`src/rtl/jump_type_classifier.sv`:
```
module jump_type_classifier #(
  parameter int ITYPE_W   = 4,
  parameter int REG_W     = 5,
  parameter bit SEQ_INFER = 1'b1
) (
  input  logic             clk,
  input  logic             rst_n,
  input  logic             retire_valid,
  input  logic [3:0]       op_class,
  input  logic [REG_W-1:0] rd,
  input  logic [REG_W-1:0] rs,
  input  logic             br_taken,
  input  logic             exc,
  input  logic             irq,
  output logic [3:0]       itype,
  output logic             sijump
);

  localparam logic [3:0] OP_JAL = 4'd1, OP_JALR = 4'd2, OP_CJAL = 4'd3, OP_CJALR = 4'd4;
  localparam logic [3:0] OP_CJ = 4'd5, OP_CJR = 4'd6, OP_BR = 4'd7, OP_XRET = 4'd8;
  localparam logic [3:0] OP_AUIPC = 4'd9, OP_LUI = 4'd10, OP_CLUI = 4'd11;

  localparam logic [3:0] T_NONE = 4'd0, T_EXC = 4'd1, T_IRQ = 4'd2, T_XRET = 4'd3;
  localparam logic [3:0] T_BNT = 4'd4, T_BT = 4'd5, T_UNINF = 4'd6;
  localparam logic [3:0] T_UCALL = 4'd8, T_ICALL = 4'd9, T_UTAIL = 4'd10, T_ITAIL = 4'd11;
  localparam logic [3:0] T_SWAP = 4'd12, T_RET = 4'd13, T_UOTH = 4'd14, T_IOTH = 4'd15;

  localparam logic [REG_W-1:0] X0 = '0;
  localparam logic [REG_W-1:0] X1 = REG_W'(1);
  localparam logic [REG_W-1:0] X5 = REG_W'(5);

  logic rd_link, rs_link, rd_zero, trap, retire_ok;
  assign rd_link   = (rd == X1) || (rd == X5);
  assign rs_link   = (rs == X1) || (rs == X5);
  assign rd_zero   = (rd == X0);
  assign trap      = exc || irq;
  assign retire_ok = retire_valid && !trap;

  logic [3:0] jalr_code;
  always_comb begin
    if ((rd == X1 && rs == X5) || (rd == X5 && rs == X1)) jalr_code = T_SWAP;
    else if (rd_link)                                      jalr_code = T_UCALL;
    else if (rs_link)                                      jalr_code = T_RET;
    else if (rd_zero)                                      jalr_code = T_UTAIL;
    else                                                   jalr_code = T_UOTH;
  end

  logic [3:0] full_code;
  always_comb begin
    full_code = T_NONE;
    if (exc)
      full_code = T_EXC;
    else if (irq)
      full_code = T_IRQ;
    else if (retire_valid) begin
      case (op_class)
        OP_JAL:   full_code = rd_link ? T_ICALL : (rd_zero ? T_ITAIL : T_IOTH);
        OP_JALR:  full_code = jalr_code;
        OP_CJAL:  full_code = T_ICALL;
        OP_CJALR: full_code = (rs == X5) ? T_SWAP : T_UCALL;
        OP_CJ:    full_code = T_ITAIL;
        OP_CJR:   full_code = rs_link ? T_RET : T_UTAIL;
        OP_BR:    full_code = br_taken ? T_BT : T_BNT;
        OP_XRET:  full_code = T_XRET;
        default:  full_code = T_NONE;
      endcase
    end
  end

  logic uninf, inf_jump;
  assign uninf    = (full_code == T_UCALL) || (full_code == T_UTAIL) || (full_code == T_SWAP) ||
                    (full_code == T_RET)   || (full_code == T_UOTH);
  assign inf_jump = (full_code == T_ICALL) || (full_code == T_ITAIL) || (full_code == T_IOTH);

  logic sij_eligible;
  generate
    if (ITYPE_W == 3) begin : g_narrow
      assign itype        = uninf ? T_UNINF : (inf_jump ? T_NONE : full_code);
      assign sij_eligible = uninf;
    end else begin : g_wide
      assign itype        = full_code;
      assign sij_eligible = uninf && (full_code != T_RET);
    end
  endgenerate

  logic             const_load;
  logic             hist_ok;
  logic [REG_W-1:0] hist_rd;
  assign const_load = (op_class == OP_AUIPC) || (op_class == OP_LUI) || (op_class == OP_CLUI);

  generate
    if (SEQ_INFER) begin : g_seq
      always_ff @(posedge clk or negedge rst_n) begin
        if (!rst_n) begin
          hist_ok <= 1'b0;
          hist_rd <= '0;
        end else if (retire_valid || trap) begin
          hist_ok <= retire_ok && const_load;
          hist_rd <= rd;
        end
      end
      assign sijump = retire_ok && sij_eligible && hist_ok && (hist_rd == rs);
    end else begin : g_noseq
      assign hist_ok = 1'b0;
      assign hist_rd = '0;
      assign sijump  = 1'b0;
    end
  endgenerate

endmodule

```
`config.mk`:
```
export PLATFORM = sky130hd
export DESIGN_NAME = jump_type_classifier
export DESIGN_NICKNAME = d
export VERILOG_FILES = /design/src/rtl/jump_type_classifier.sv
export SDC_FILE = /design/constraint.sdc
export NUM_CORES = 1
export LEC_CHECK = 0
export BUFFER_PORTS_ARGS = -buffer_cell sky130_fd_sc_hd__buf_2
export CORE_MARGIN = 2
export CORE_UTILIZATION = 45
export CTS_CLUSTER_DIAMETER = 40
export DETAILED_ROUTE_END_ITERATION = 8
export GPL_TIMING_DRIVEN = 0
export PLACE_DENSITY = 0.73
export SETUP_SLACK_MARGIN = 0.02
export SKIP_LAST_GASP = 1
export SYNTH_ARGS = -nofsm -noshare
export SYNTH_HDL_FRONTEND = slang
export SYNTH_SLANG_ARGS = --single-unit
```
`constraint.sdc`:
```
create_clock -name clk -period 1.89 [get_ports clk]
set_input_delay 0.189 -clock clk [delete_from_list [all_inputs] [get_ports clk]]
set_output_delay 0.189 -clock clk [all_outputs]
set_load 0.02 [all_outputs]
```
==> results.py <==
metrics = {
    "outcome": {
        "status": "complete, no violations",
    },
    "flow_run": {
        "drv_cap": 0,
    },
    "sta": {
        "max_slew_margin_pct": 44.1,
        "setup_viol": 0,
        "drv_slew": 0,
        "max_slew.worst_pin.slew_ns": 0.832,
        "fin_worst_skew_ns": 0,
        "layout_setup_ws_ns": 0.0827,
        "clock.fmax_ghz": 0.553,
        "hold_viol": 0,
        "fin_crit_sh_pct": 95.6,
        "final.min_clock_period_ns": 1.81,
    },
    "setup_path": {
        "cp-start-kind": "input pin",
        "path_depth": 6,
        "critPathRequiredTime_ns": 1.70,
        "crit_path_max_incr_delay_ns": 0.54,
        "cp_num_buf_inv": 2,
        "rr_worst_depth": 1,
        "path_cells": "buf_2, or4b_4, a311o_1, a41oi_2, nor3b_2, buf_2",
        "slowest_stage": "or4b_4",
        "crit_fanout": 3,
        "critical-path-top-delay-family": "simple AND/OR/NAND/NOR gates",
        "cp.arrival_ns": 1.62,
        "cp-end-kind": "output port",
        "cp_common_cell": "buf_2",
        "path_class": "in2out",
    },
    "routing": {
        "drc": 0,
        "finalWirelength_microns": 1410,
        "antenna_left": 0,
        "routed_via_density": 5.88,
        "firstDrtPassIters": 4,
        "drt-initial-drc-count": 15,
        "vias": 641,
        "routedWlPerCell_microns": 13.0,
    },
    "global_route": {
        "globalRoute.totalOverflow": 0,
        "grt_pass1_vias": 543,
        "grt_util_all_layers_pct": 19.4,
        "grt_start_max_net_pins": 11,
        "grt_pass1_wl_microns": 2020,
        "antenna_found_initial": 0,
    },
    "yosys": {
        "synth_nets": 88,
        "synth_largest_area_cell": "dfrtp_1",
        "syn_area_per_cell_sq_um": 8.72,
        "synthTopCellsByArea": "dfrtp_1 (25%), mux2_2 (7.6%), xor2_1 (5.9%)",
        "yosysWarnings": 0,
        "yosysSeqAreaShare_pct": 25.3,
        "syn_area_sq_um": 593,
        "yosys_register_bits": 6,
        "ys_types": 34,
        "synth_top_area_share_pct": 25.3,
        "postSynthCellCount": 68,
    },
    "clock_network": {
        "h-tree-depth": 1,
        "postCtsSetupRepairBufs": 0,
        "clockBufferDepth": 2,
        "cts.sinks": 6,
        "clock-root-buffer": "clkbuf_4",
        "numCtsBuffers": 3,
        "clk_pin_slew_ns": 0.04,
        "cts_tree": "done",
        "clk-insertion-delay-late_ns": 0.24,
    },
    "die": {
        "die_w_microns": 40.3,
        "num_rows": 13,
        "start_util_pct": 46.7,
        "pin_count": 25,
        "core_area_sq_mm": 0.00127,
        "fp.dieArea_sq_mm": 0.00162,
        "die-height_microns": 40.3,
    },
    "power_and_ir_drop": {
        "p_leak_nw": 0.313,
        "vdd_drop_max_mv": 0.397,
        "powerDensity_mw_per_mm2": 487,
    },
    "placed_design": {
        "dpl.hpwl_microns": 1150,
        "gp_congestion": 0.761,
        "post-place-ws_ns": 0.0868,
        "io_buffer_count": 22,
    },
    "cells_and_area": {
        "layout.nets": 116,
        "area_growth_pct": 29.3,
        "diodes": 0,
        "drive_above_1_share_pct": 42.6,
        "utilization_pct": 60.5,
    },
    "worst_hold_path": {
        "hp-class": "in2reg",
        "min_path_cells": 2,
    },
}
==> cell usage after synthesis <==
cell      number
nand3_1        3
inv_1          3
o221ai_1       1
nand2_1        4
a41oi_2        2
o211ai_1       1
a311o_1        1
or4b_4         1
o21a_1         1
o21ai_0        4
nor2_1         2
o31a_1         1
o31ai_1        1
buf_4          1
nor2b_1        3
or4_4          1
clkbuf_1       1
nor3_1         4
nor3b_2        1
o32ai_1        1
mux2_2         4
a21oi_1        3
and2_1         1
o22ai_1        1
a211oi_1       1
or3b_2         2
buf_2          1
xor2_1         4
or3_1          2
and3_1         1
nor4b_1        2
dfrtp_1        6
nor4_1         2
xnor2_1        1
==> path summary, 6_finish.rpt <==
check | slack, ns | from | endpoint
worst max-delay path | 0.08 | rs[4] | sijump
worst min-delay path | 0.20 | rd[4] | hist_rd[4]
worst max register to register | 1.12 | hist_rd[2] | hist_rd[2]
worst min register to register | 0.51 | hist_rd[0] | hist_rd[0]
max in group asynchronous | 1.46 | rst_n | hist_ok
min in group asynchronous | 0.29 | rst_n | hist_rd[2]
==> report_power, final <==
group / leakage [nW] / switching (W) / internal [W]
Combinational: 0.227 / 0.0000626 / 0.0000519
Clock: 0.0138 / 0.0000451 / 0.0000717
Sequential: 0.0723 / 0.00000500 / 0.000137
Total: 0.313 / 0.000113 / 0.000261
==> state kept, by name, summed over array words and instances, names as in the netlist <==
register and cells:
hist_ok 1, hist_rd 5
==> layout by cell type, fill, tap and decap left out, types with 2 or more instances in the layout <==
cell type  count
buf_2         23
or3_1          2
nor3_1         4
clkbuf_4       3
or3b_2         2
nor2_1         2
nand2_1        4
a41oi_2        2
nor2b_1        3
inv_1          3
xor2_1         4
mux2_2         4
nand3_1        3
o21ai_0        4
dfrtp_1        6
a21oi_1        3
==> logic make-up after synthesis <==
logic type      share of synthesized area [%]
xor+xnor                                 7.38
mux                                      7.59
buf+inv                                  4.64
compound gates                           23.6
flops                                    25.3
simple gates                             31.4
==> stage by stage <==
step	instance area, sq um	power [W]	hold WS (ns)	TNS (ns)	std cells
floorplan	593	0.000207	-0.107	0	68
CTS	754	0.000376	0.195	0	109
global placement	722	0.000250	0.0181	0	105
global route	767	0.000405	0.195	-0.0211	109
detailed placement	722	0.000253	0.0190	0	105
finish	767	0.000374	0.202	0	109
==> what timing repair did <==
item,CTS,global route
endpoints found under the hold margin,6,0
hold buffers,1,0
setup endpoints to repair,0,2
gates resized for setup,0,2
==> final cells by class <==
| class | instances | area (sq um) |
|---|---|---|
| Fill cell | 122 | 502 |
| Multi-Input combinational cell | 56 | 428 |
| Sequential cell | 6 | 150 |
| Timing Repair Buffer | 23 | 120 |
| Clock buffer | 3 | 22.5 |
| Tap cell | 15 | 18.8 |
| Buffer | 3 | 16.3 |
| Inverter | 3 | 11.3 |
==> metal layers <==
| layer | track usage (%) | routed length [microns] |
|---|---|---|
| met3 | 3.89 | 86 |
| met2 | 35.1 | 671 |
| met5 | 0 | 0 |
| met4 | 12.5 | 53 |
| met1 | 20.1 | 601 |
Power figures use the tool's default switching activity.
